<file path="config.mk">
export PLATFORM = sky130hd
export DESIGN_NAME = pbse_top
export DESIGN_NICKNAME = d
export VERILOG_FILES = /design/src/rtl/pbse_pkg.sv /design/src/rtl/pbse_decode.sv /design/src/rtl/pbse_shadow.sv /design/src/rtl/pbse_seq.sv /design/src/rtl/pbse_top.sv
export SDC_FILE = /design/constraint.sdc
export NUM_CORES = 1
export LEC_CHECK = 0
export BUFFER_PORTS_ARGS = -buffer_cell sky130_fd_sc_hd__clkbuf_2
export CORE_ASPECT_RATIO = 0.5
export CORE_MARGIN = 2
export CORE_UTILIZATION = 45
export CTS_CLUSTER_SIZE = 25
export DETAILED_ROUTE_END_ITERATION = 6
export HOLD_SLACK_MARGIN = 0.05
export PLACE_DENSITY_LB_ADDON = 0.3
export REMOVE_ABC_BUFFERS = 1
export SLEW_MARGIN = 20
export SYNTH_ARGS = -nofsm -noshare
export SYNTH_HDL_FRONTEND = slang
export SYNTH_SLANG_ARGS = --single-unit
</file>
<file path="constraint.sdc">
create_clock -name clk -period 2.3 [get_ports clk]
set_clock_uncertainty 0.1 [all_clocks]
set_input_delay 0.575 -clock clk [delete_from_list [all_inputs] [get_ports clk]]
set_output_delay 0.575 -clock clk [all_outputs]
set_load 0.01 [all_outputs]
</file>
<file path="src/rtl/pbse_pkg.sv">
package pbse_pkg;

    typedef enum logic [3:0] {
        ST_IDLE,
        ST_CLASSIFY,
        ST_FLUSH_PRE,
        ST_MAP_OPEN,
        ST_STORE,
        ST_FLUSH_POST,
        ST_MAP_CLOSE,
        ST_DONE,
        ST_HALT
    } seq_state_e;

    typedef enum logic [1:0] {
        TGT_OTHER,
        TGT_ALT,
        TGT_DISP
    } bank_tgt_e;

    typedef struct packed {
        logic      on_page;
        logic      in_area;
        bank_tgt_e tgt;
    } decode_t;

endpackage

</file>
<file path="src/rtl/pbse_decode.sv">
module pbse_decode
    import pbse_pkg::*;
#(
    parameter int VA_W    = 16,
    parameter int HI_KEEP = 12,
    parameter logic [VA_W-1:0] PAGE_MASK = 16'o177400,
    parameter logic [VA_W-1:0] AREA_MASK = 16'o177740,
    parameter logic [VA_W-1:0] ALT_ADDR  = 16'o177740,
    parameter logic [VA_W-1:0] DISP_ADDR = 16'o177751
) (
    input  logic [VA_W-1:0]    va_hi,
    input  logic [VA_W-1:0]    va_lo,
    input  logic [HI_KEEP-1:0] base_hi,
    output decode_t            dec
);

    logic page_bits_set;
    logic hi_match;

    always_comb begin
        page_bits_set = ((va_lo & PAGE_MASK) == PAGE_MASK);
        hi_match      = (va_hi[HI_KEEP-1:0] == base_hi);
        dec.on_page   = page_bits_set && hi_match;
        dec.in_area   = ((va_lo & AREA_MASK) == AREA_MASK);
        if (va_lo == ALT_ADDR) begin
            dec.tgt = TGT_ALT;
        end else if (va_lo == DISP_ADDR) begin
            dec.tgt = TGT_DISP;
        end else begin
            dec.tgt = TGT_OTHER;
        end
    end

endmodule

</file>
<file path="src/rtl/pbse_shadow.sv">
module pbse_shadow #(
    parameter int VA_W     = 16,
    parameter int HI_KEEP  = 12,
    parameter int BANK_W   = 2,
    parameter int ALT_LSB  = 0,
    parameter int DISP_LSB = 2
) (
    input  logic               clk,
    input  logic               rst_n,
    input  logic               upd_alt,
    input  logic               upd_disp,
    input  logic [VA_W-1:0]    value,
    input  logic [HI_KEEP-1:0] base_hi,
    output logic [BANK_W-1:0]  alt_bank,
    output logic [HI_KEEP-1:0] disp_bank
);

    localparam int PAD_W = HI_KEEP - BANK_W;

    logic [BANK_W-1:0]  alt_field;
    logic [BANK_W-1:0]  disp_field;
    logic [HI_KEEP-1:0] disp_sum;

    always_comb begin
        alt_field  = value[ALT_LSB +: BANK_W];
        disp_field = value[DISP_LSB +: BANK_W];
        disp_sum   = base_hi + {{PAD_W{1'b0}}, disp_field};
    end

    always_ff @(posedge clk) begin
        if (!rst_n) begin
            alt_bank  <= '0;
            disp_bank <= '0;
        end else begin
            if (upd_alt) begin
                alt_bank <= alt_field;
            end
            if (upd_disp) begin
                disp_bank <= disp_sum;
            end
        end
    end

endmodule

</file>
<file path="src/rtl/pbse_seq.sv">
module pbse_seq
    import pbse_pkg::*;
(
    input  logic    clk,
    input  logic    rst_n,
    input  logic    fault_req,
    input  decode_t dec,
    input  logic    mem_ready,
    input  logic    map_ready,
    output logic    capture,
    output logic    upd_alt,
    output logic    upd_disp,
    output logic    flush_req,
    output logic    map_wr,
    output logic    map_open,
    output logic    store_req,
    output logic    done,
    output logic    halted
);

    seq_state_e state, state_nx;

    always_ff @(posedge clk) begin
        if (!rst_n) begin
            state <= ST_IDLE;
        end else begin
            state <= state_nx;
        end
    end

    always_comb begin
        state_nx = state;
        unique case (state)
            ST_IDLE:       if (fault_req) state_nx = ST_CLASSIFY;
            ST_CLASSIFY: begin
                if (!dec.on_page) begin
                    state_nx = ST_HALT;
                end else if (!dec.in_area) begin
                    state_nx = ST_DONE;
                end else begin
                    state_nx = ST_FLUSH_PRE;
                end
            end
            ST_FLUSH_PRE:  if (mem_ready) state_nx = ST_MAP_OPEN;
            ST_MAP_OPEN:   if (map_ready) state_nx = ST_STORE;
            ST_STORE:      if (mem_ready) state_nx = ST_FLUSH_POST;
            ST_FLUSH_POST: if (mem_ready) state_nx = ST_MAP_CLOSE;
            ST_MAP_CLOSE:  if (map_ready) state_nx = ST_DONE;
            ST_DONE:       state_nx = ST_IDLE;
            ST_HALT:       state_nx = ST_HALT;
            default:       state_nx = ST_IDLE;
        endcase
    end

    always_comb begin
        capture   = 1'b0;
        upd_alt   = 1'b0;
        upd_disp  = 1'b0;
        flush_req = 1'b0;
        map_wr    = 1'b0;
        map_open  = 1'b0;
        store_req = 1'b0;
        done      = 1'b0;
        halted    = 1'b0;
        unique case (state)
            ST_IDLE:     capture = fault_req;
            ST_CLASSIFY: begin
                upd_alt  = dec.on_page && dec.in_area && (dec.tgt == TGT_ALT);
                upd_disp = dec.on_page && dec.in_area && (dec.tgt == TGT_DISP);
            end
            ST_FLUSH_PRE:  flush_req = 1'b1;
            ST_MAP_OPEN: begin
                map_wr   = 1'b1;
                map_open = 1'b1;
            end
            ST_STORE:      store_req = 1'b1;
            ST_FLUSH_POST: flush_req = 1'b1;
            ST_MAP_CLOSE:  map_wr    = 1'b1;
            ST_DONE:       done      = 1'b1;
            ST_HALT:       halted    = 1'b1;
            default: ;
        endcase
    end

    // a halt never leaves before reset
    p_halt_sticky_r2: assert property (@(posedge clk) disable iff (!rst_n)
        (state == ST_HALT) |=> (state == ST_HALT));

    // the restart pulse is one cycle wide
    p_done_single_r3: assert property (@(posedge clk) disable iff (!rst_n)
        (state == ST_DONE) |=> (state == ST_IDLE));

endmodule

</file>
<file path="src/rtl/pbse_top.sv">
module pbse_top
    import pbse_pkg::*;
#(
    parameter int VA_W    = 16,
    parameter int HI_KEEP = 12,
    parameter int MAP_W   = 16,
    parameter int BANK_W  = 2,
    parameter int WP_BIT  = 15
) (
    input  logic               clk,
    input  logic               rst_n,
    input  logic               fault_req,
    input  logic [VA_W-1:0]    va_hi,
    input  logic [VA_W-1:0]    va_lo,
    input  logic [HI_KEEP-1:0] base_hi,
    input  logic [VA_W-1:0]    store_val,
    input  logic [MAP_W-1:0]   map_entry,
    input  logic               mem_ready,
    input  logic               map_ready,
    output logic [BANK_W-1:0]  alt_bank,
    output logic [HI_KEEP-1:0] disp_bank,
    output logic               flush_req,
    output logic [VA_W-1:0]    flush_addr,
    output logic               map_wr,
    output logic [VA_W-1:0]    map_addr,
    output logic [MAP_W-1:0]   map_data,
    output logic               store_req,
    output logic [VA_W-1:0]    store_addr,
    output logic [VA_W-1:0]    store_data,
    output logic               done,
    output logic               halted
);

    localparam logic [MAP_W-1:0] WP_MASK = MAP_W'(1) << WP_BIT;

    logic [VA_W-1:0]    cap_hi, cap_lo, cap_val;
    logic [HI_KEEP-1:0] cap_base;
    logic [MAP_W-1:0]   cap_map;
    logic               capture, upd_alt, upd_disp, map_open;
    decode_t            dec;

    always_ff @(posedge clk) begin
        if (!rst_n) begin
            cap_hi   <= '0;
            cap_lo   <= '0;
            cap_val  <= '0;
            cap_base <= '0;
            cap_map  <= '0;
        end else if (capture) begin
            cap_hi   <= va_hi;
            cap_lo   <= va_lo;
            cap_val  <= store_val;
            cap_base <= base_hi;
            cap_map  <= map_entry;
        end
    end

    pbse_decode #(
        .VA_W    (VA_W),
        .HI_KEEP (HI_KEEP)
    ) u_decode (
        .va_hi   (cap_hi),
        .va_lo   (cap_lo),
        .base_hi (cap_base),
        .dec     (dec)
    );

    pbse_seq u_seq (
        .clk       (clk),
        .rst_n     (rst_n),
        .fault_req (fault_req),
        .dec       (dec),
        .mem_ready (mem_ready),
        .map_ready (map_ready),
        .capture   (capture),
        .upd_alt   (upd_alt),
        .upd_disp  (upd_disp),
        .flush_req (flush_req),
        .map_wr    (map_wr),
        .map_open  (map_open),
        .store_req (store_req),
        .done      (done),
        .halted    (halted)
    );

    pbse_shadow #(
        .VA_W    (VA_W),
        .HI_KEEP (HI_KEEP),
        .BANK_W  (BANK_W)
    ) u_shadow (
        .clk       (clk),
        .rst_n     (rst_n),
        .upd_alt   (upd_alt),
        .upd_disp  (upd_disp),
        .value     (cap_val),
        .base_hi   (cap_base),
        .alt_bank  (alt_bank),
        .disp_bank (disp_bank)
    );

    always_comb begin
        flush_addr = cap_lo;
        map_addr   = cap_lo;
        store_addr = cap_lo;
        store_data = cap_val;
        map_data   = map_open ? (cap_map & ~WP_MASK) : cap_map;
    end

    // never two commands at once
    p_one_cmd_r10: assert property (@(posedge clk) disable iff (!rst_n)
        $onehot0({flush_req, map_wr, store_req}));

    // requests and payloads hold until accepted
    p_hold_flush_r8: assert property (@(posedge clk) disable iff (!rst_n)
        (flush_req && !mem_ready) |=> (flush_req && $stable(flush_addr)));
    p_hold_map_r8: assert property (@(posedge clk) disable iff (!rst_n)
        (map_wr && !map_ready) |=> (map_wr && $stable(map_data) && $stable(map_addr)));
    p_hold_store_r8: assert property (@(posedge clk) disable iff (!rst_n)
        (store_req && !mem_ready) |=> (store_req && $stable(store_data) && $stable(store_addr)));

    // a store starts only right after an unprotecting map write
    p_store_after_open_r7: assert property (@(posedge clk) disable iff (!rst_n)
        $rose(store_req) |-> ($past(map_wr) && !$past(map_data[WP_BIT])));

    // halted is silent
    p_halt_quiet_r2: assert property (@(posedge clk) disable iff (!rst_n)
        halted |-> !(flush_req || map_wr || store_req || done));

    // shadows frozen while commands run
    p_shadow_frozen_r6: assert property (@(posedge clk) disable iff (!rst_n)
        (flush_req || map_wr || store_req) |=> ($stable(alt_bank) && $stable(disp_bank)));

endmodule

</file>
---- Yosys cells after proc, flatten, opt, wreduce, memory -nomap -nowiden ----
Cells that the tools add are included.
storage, ports and cells
  input bits .............................. 81
  output and inout port bits .............. 99
  register bits after elaboration ......... 90
cells by class
  add/subtract/negate cells ............... 1
  equal/unequal tests ..................... 21
  muxes and demuxes ....................... 21
  reductions and logical operators ........ 8
operator list
  cell                                           count
  == test 16 bit, second input constant          2
  case mux 4 bit (8 select lines)                1
  2-to-1 mux 4 bit                               7
  == test 4 x 3 -> 1 bit, second input constant  4
  2-to-1 mux 16 bit                              1
  adder 12 x 2 -> 12 bit                         1
  == test 12 bit                                 1
  != test 2 bit, second input constant           6
  == test 11 bit, second input constant          1
  2-to-1 mux 1 bit                               9
  == test 4 x 2 -> 1 bit, second input constant  2
  == test 8 bit, second input constant           1
  AND reduction 6 bit                            1
  == test 4 x 1 -> 1 bit, second input constant  1
  == test 4 bit, second input constant           1
  logical AND 1 bit                              4
  logical NOT 4 bit                              1
  2-to-1 mux 2 bit                               2
  OR reduction 2 bit                             2
  2-to-1 mux 3 bit                               1
  == test 2 x 1 -> 1 bit, second input constant  1
  == test 2 bit, second input constant           1

---- Longest topological paths before layout ----
  depth after elaboration ................. 6
  gate-level depth with buffers ........... 7

---- Modules after synthesis ----
From an unflattened synthesis, not the netlist that was laid out.
second synthesis, totals
  cell total of the unflattened synthesis .. 460
  area total of the unflattened synthesis .. 4604.4 um^2
modules (own cells, without submodules)
  module       area an instance (um^2)  seq. area each (um^2)  instances  cells each
  pbse_top     3278.1                   1521.5                 1          293
  pbse_shadow  715.7                    280.3                  1          78
  pbse_seq     415.4                    80.1                   1          61
  pbse_decode  195.2                    0.0                    1          28

---- Worst setup path after synthesis ----
Ideal clock, no wire load.
  path kind ............................... register -> register
  from .................................... register u_seq.state[3]
  to ...................................... register u_shadow.alt_bank[0]
  arrival ................................. 1.792 ns
  path buffers ............................ 1
  slack ................................... 0.337 ns
  cell stages (with the launch flop) ...... 7
  required time ........................... 2.128 ns
  cells stage by stage .................... dfxtp_1 > buf_6 > or4b_4 > nor3_2 > nand4_2 > nor4b_4 > mux2i_1
on the way
  cells in the longest elaborated chain, start to end .. 2
ends and longest elaborated chain
  item                      RTL line           text
  start: declaration        pbse_seq.sv:21     seq_state_e state, state_nx;
  start signal: assignment  pbse_seq.sv:27     state <= state_nx;
  == test 4 x 1 -> 1 bit    pbse_seq.sv:65     unique case (state)
  2-to-1 mux 1 bit          pbse_seq.sv:65
  end signal: assignment    pbse_shadow.sv:36  alt_bank <= alt_field;
  end: declaration          pbse_shadow.sv:14  output logic [BANK_W-1:0] alt_bank,
No other way between the ends.
A chain may end at the register's enable or synchronous reset.

---- Final worst setup path ----
  from .................................... register u_seq.state[0]
  to ...................................... output flush_req
on the way
  cells in the longest elaborated chain, start to end .. 3
  elaborated cells between the ends (all ways) .. 4
  classes of those cells .................. eq/ne (2); mux (1); reduce/logical (1)
ends and longest elaborated chain
  item                                                                     RTL line        text
  == test 4 x 2 -> 1 bit / == test 4 x 3 -> 1 bit (equally long branches)  pbse_seq.sv:65
  OR reduction 2 bit (no line) *                                           n/a
  2-to-1 mux 1 bit *                                                       pbse_seq.sv:65
  end: declaration                                                         pbse_top.sv:22  output logic flush_req,
Every way passes the cells marked *; elsewhere a longest branch is shown, timed or not.

==> impl_table.tex <==
\begin{tabular}{lr}
\hline
Metric & Value \\
\hline
\multicolumn{2}{l}{\textbf{Routing}} \\
Final wirelength & 10100 um \\
Post-detailed-route via-to-cell ratio & 4.69 \\
Number of remaining DRC errors & 0 \\
Starting DRT DRC Count & 170 \\
Pre-antenna DRT Iters & 4 \\
Number of antenna-violating nets in the routed design & 0 \\
Routed via count & 3714 \\
Mean routed wirelength per cell & 12.7 um \\
\multicolumn{2}{l}{\textbf{STA}} \\
Final period utilization & 0.958 \\
Final max-slew violation count & 0 \\
Fmax achieved & 454 MHz \\
Aggregate negative setup slack & 0 ps \\
Hold Vio Cnt, Final & 0 \\
Slew at the pin closest to its max-slew limit & 381 ps \\
Unrepaired setup endpoints after global routing & no \\
Worst rel slew slack & 0.744 \\
Final worst slack & 96.6 ps \\
Number of endpoints failing setup at the final stage & 0 \\
Time the final worst path needs with I/O delays and setup & 2200 ps \\
\multicolumn{2}{l}{\textbf{Yosys}} \\
Register area share after synthesis & 0.407 \\
Leading register cell type out of synthesis & sky130\_fd\_sc\_hd\_\_dfxtp\_1 \\
Top-count cell post-synth & sky130\_fd\_sc\_hd\_\_nand2\_1 \\
Area fraction in compound gates after synthesis & 0.149 \\
Mean post-synth cell area & 8.29 sq um \\
Xor-xnor portion of the synthesized cell area & 0.0475 \\
Portion of netlist area occupied by mux cells & 0.0316 \\
Count of state elements after synthesis & 90 \\
Warnings from Yosys & 0 \\
Simple-gate area share of the yosys netlist & 0.240 \\
Main combinational cell family by area after synthesis & simple AND/OR/NAND/NOR gates \\
Post-synth top area cell & sky130\_fd\_sc\_hd\_\_dfxtp\_1 \\
Synth top cells by count & sky130\_fd\_sc\_hd\_\_nand2\_1 (177), sky130\_fd\_sc\_hd\_\_dfxtp\_1 (90), sky130\_fd\_sc\_hd\_\_a21boi\_0 (73) \\
Number of enable-type register cells in the synthesized netlist & 0 \\
Cells taking the most area after synthesis & sky130\_fd\_sc\_hd\_\_dfxtp\_1 (41\%), sky130\_fd\_sc\_hd\_\_nand2\_1 (15\%), sky130\_fd\_sc\_hd\_\_a21boi\_0 (12\%) \\
Total standard cell area after synthesis & 4430 sq um \\
Yosys cell types & 44 \\
Post-synth top area share & 0.407 \\
Post-synthesis share of cell area spent on full adders, half adders and majority gates & 0.0102 \\
Share of synthesized flip-flops with an asynchronous set or reset & 0 \\
Post-Synthesis Cells & 534 \\
\multicolumn{2}{l}{\textbf{Worst setup path}} \\
Nature of the critical path startpoint & flip-flop \\
Critical path's largest stage delay & 300 ps \\
Worst EP arrival & 1530 ps \\
Data required, critical path & 1620 ps \\
Worst path cell trace & buf\_4, nand2b\_1, or2\_2, a21oi\_1, buf\_2 \\
Critical Path Sink Type & output pin \\
Crit path max-delay cell type & sky130\_fd\_sc\_hd\_\_dfxtp\_1 \\
Critical path class & reg2out \\
Worst R2R Path Depth & 5 \\
Max Fanout on Critical Path & 14 \\
\multicolumn{2}{l}{\textbf{Floorplan}} \\
Initial core utilization & 0.466 \\
Die outline height & 74.2 um \\
Top-level I/O count & 180 \\
Core Area & 9510 sq um \\
Horizontal extent of the die & 144 um \\
Die footprint & 10700 sq um \\
Cell row count & 25 \\
\multicolumn{2}{l}{\textbf{Placed design}} \\
Post-Place Worst Slack & 188 ps \\
Placed cell areas & 5130 sq um \\
Final estimated routing congestion in global placement & 0.766 \\
DPL Wire Length & 7280 um \\
Port bufs & 175 \\
\multicolumn{2}{l}{\textbf{Clock network}} \\
Clock tree from TritonCTS & built \\
Clock insertion delay at the later pin of the skew report & 330 ps \\
Number of buffers inserted during clock tree synthesis & 9 \\
\# clock sinks & 90 \\
Maximum clock path buffer count & 2 \\
Cell at the root of the clock tree & sky130\_fd\_sc\_hd\_\_clkbuf\_16 \\
Number of hold buffers added after cts & 0 \\
Htree depth & 3 \\
Clock-pin slew on the worst setup and hold paths & 60 ps \\
\multicolumn{2}{l}{\textbf{Power and ir drop}} \\
Logic pwr share & 0.315 \\
Power density normalized to cell area & 891 nW/um\^{}2 \\
Proportion of total power due to net switching & 0.341 \\
Internal power & 3.17 mW \\
Leakage Power & 2.45 nW \\
Largest voltage drop on the vdd net & 0.000452 V \\
Switching power summed over all nets & 1.64 mW \\
Part of the total power dissipated in sequential elements & 0.414 \\
Clock power frac & 0.271 \\
\multicolumn{2}{l}{\textbf{Status}} \\
Status & completed \\
\multicolumn{2}{l}{\textbf{Cells and area}} \\
Synthesis-to-finish area growth & 21.8\% \\
Filler instances & 943 \\
Area taken by multi-input logic gates & 2130 sq um \\
Final-stage net count & 738 \\
Number of diodes added for antenna fixing & 0 \\
Share of layout cells above drive strength 1 & 0.324 \\
Final design area excluding fillers & 5400 sq um \\
Area used by sequential logic in the layout & 1800 sq um \\
\multicolumn{2}{l}{\textbf{Min path}} \\
Type of the most critical hold path & reg2reg \\
Hold Crit Depth & 2 \\
\multicolumn{2}{l}{\textbf{GRT}} \\
Grt total ovfl & 0 \\
Number of global-route vias before repair & 3433 \\
Wire length of the first global-routing pass & 16400 um \\
Largest net degree at the start of global routing & 73 \\
Initial antenna violation count & 0 \\
Total global routing track utilization & 0.194 \\
\multicolumn{2}{l}{\textbf{Job}} \\
Number of max-capacitance violations reported & 0 \\
\hline
\end{tabular}
==> registers in the layout (all words and copies together) (netlist names) <==
signal / flops
u_shadow.alt_bank: 2
cap_base: 12
cap_hi: 12
store_data: 16
flush_addr: 16
cap_map: 16
u_shadow.disp_bank: 12
u_seq.state: 4
==> through the flow <==
step	instances	util	power (mW)	hold slack, ps
after floorplan	453	-	2.89	344
after global placement	778	0.540	3.52	344
after detailed placement	778	0.540	3.55	348
after CTS	792	0.567	4.86	356
after global routing	792	0.567	5.14	358
final	792	0.567	4.81	355
==> path summary, 6_finish.rpt <==
| path | to | slack [ps] | from |
|---|---|---|---|
| worst min-delay path | u_shadow.disp_bank[4] | 350 | u_shadow.disp_bank[4] |
| worst min register to register | u_shadow.disp_bank[4] | 350 | u_shadow.disp_bank[4] |
| worst max-delay path | flush_req | 100 | u_seq.state[0] |
| worst max register to register | u_shadow.alt_bank[0] | 200 | flush_addr[8] |
==> critical path, delay by kind of cell (launching register included) <==
family,cells,cell delay (ps)
DFF,1,300
buffers and inverters,2,310
and+or+nand+nor,2,440
AOI/OAI and AO/OA,1,130
==> power groups by stage <==
stage	Clock [mW]	Combinational [mW]	Sequential [mW]
after global routing	1.41	1.70	2.03
after CTS	1.34	1.53	1.99
final	1.31	1.51	1.99
after detailed placement	0	1.52	2.02
after floorplan	0	0.754	2.14
after global placement	0	1.51	2.01
==> cell usage in the layout (no fill, tap or decap), types with 7 or more instances in the layout <==
| cell | count |
|---|---|
| sky130_fd_sc_hd__buf_4 | 12 |
| sky130_fd_sc_hd__mux2i_1 | 14 |
| sky130_fd_sc_hd__a21boi_0 | 73 |
| sky130_fd_sc_hd__nor2_1 | 8 |
| sky130_fd_sc_hd__nand4_1 | 7 |
| sky130_fd_sc_hd__dfxtp_1 | 90 |
| sky130_fd_sc_hd__nand2_1 | 177 |
| sky130_fd_sc_hd__xor2_1 | 20 |
| sky130_fd_sc_hd__clkbuf_2 | 174 |
| sky130_fd_sc_hd__clkbuf_16 | 9 |
==> cell families after synthesis <==
| logic type | count (synthesis) |
|---|---|
| DFF | 90 |
| AOI/OAI and AO/OA | 89 |
| xor gates and xnor gates | 24 |
| and+or+nand+nor | 229 |
| adders and majority gates | 3 |
| muxes | 14 |
| buffers and inverters | 85 |
==> what timing repair did <==
| action | 4_1_cts | 5_1_grt |
|---|---|---|
| endpoints found under the setup margin | 0 | 2 |
| buffers inserted | 0 | 0 |
| gates resized for setup | 0 | 2 |
==> metal layers <==
layer | share of wire | global-route usage | routed length, um | up-vias
met1 | 0.47 | 0.251 | 4710 | 1679
met4 | 0.015 | 0.0593 | 150 | 0
met3 | 0.052 | 0.0605 | 524 | 11
li1 | - | - | - | 1945
met5 | 0 | 0 | 0 | -
met2 | 0.47 | 0.316 | 4700 | 79
==> cell type report <==
type | count | area share
Clock buffer | 14 | 0.0471
Inverter | 4 | 0.00278
Multi-Input combinational cell | 359 | 0.395
Sequential cell | 90 | 0.334
Tap cell | 135 | 0.0313
Timing Repair Buffer | 190 | 0.190
(Power assumes the default switching activity.)
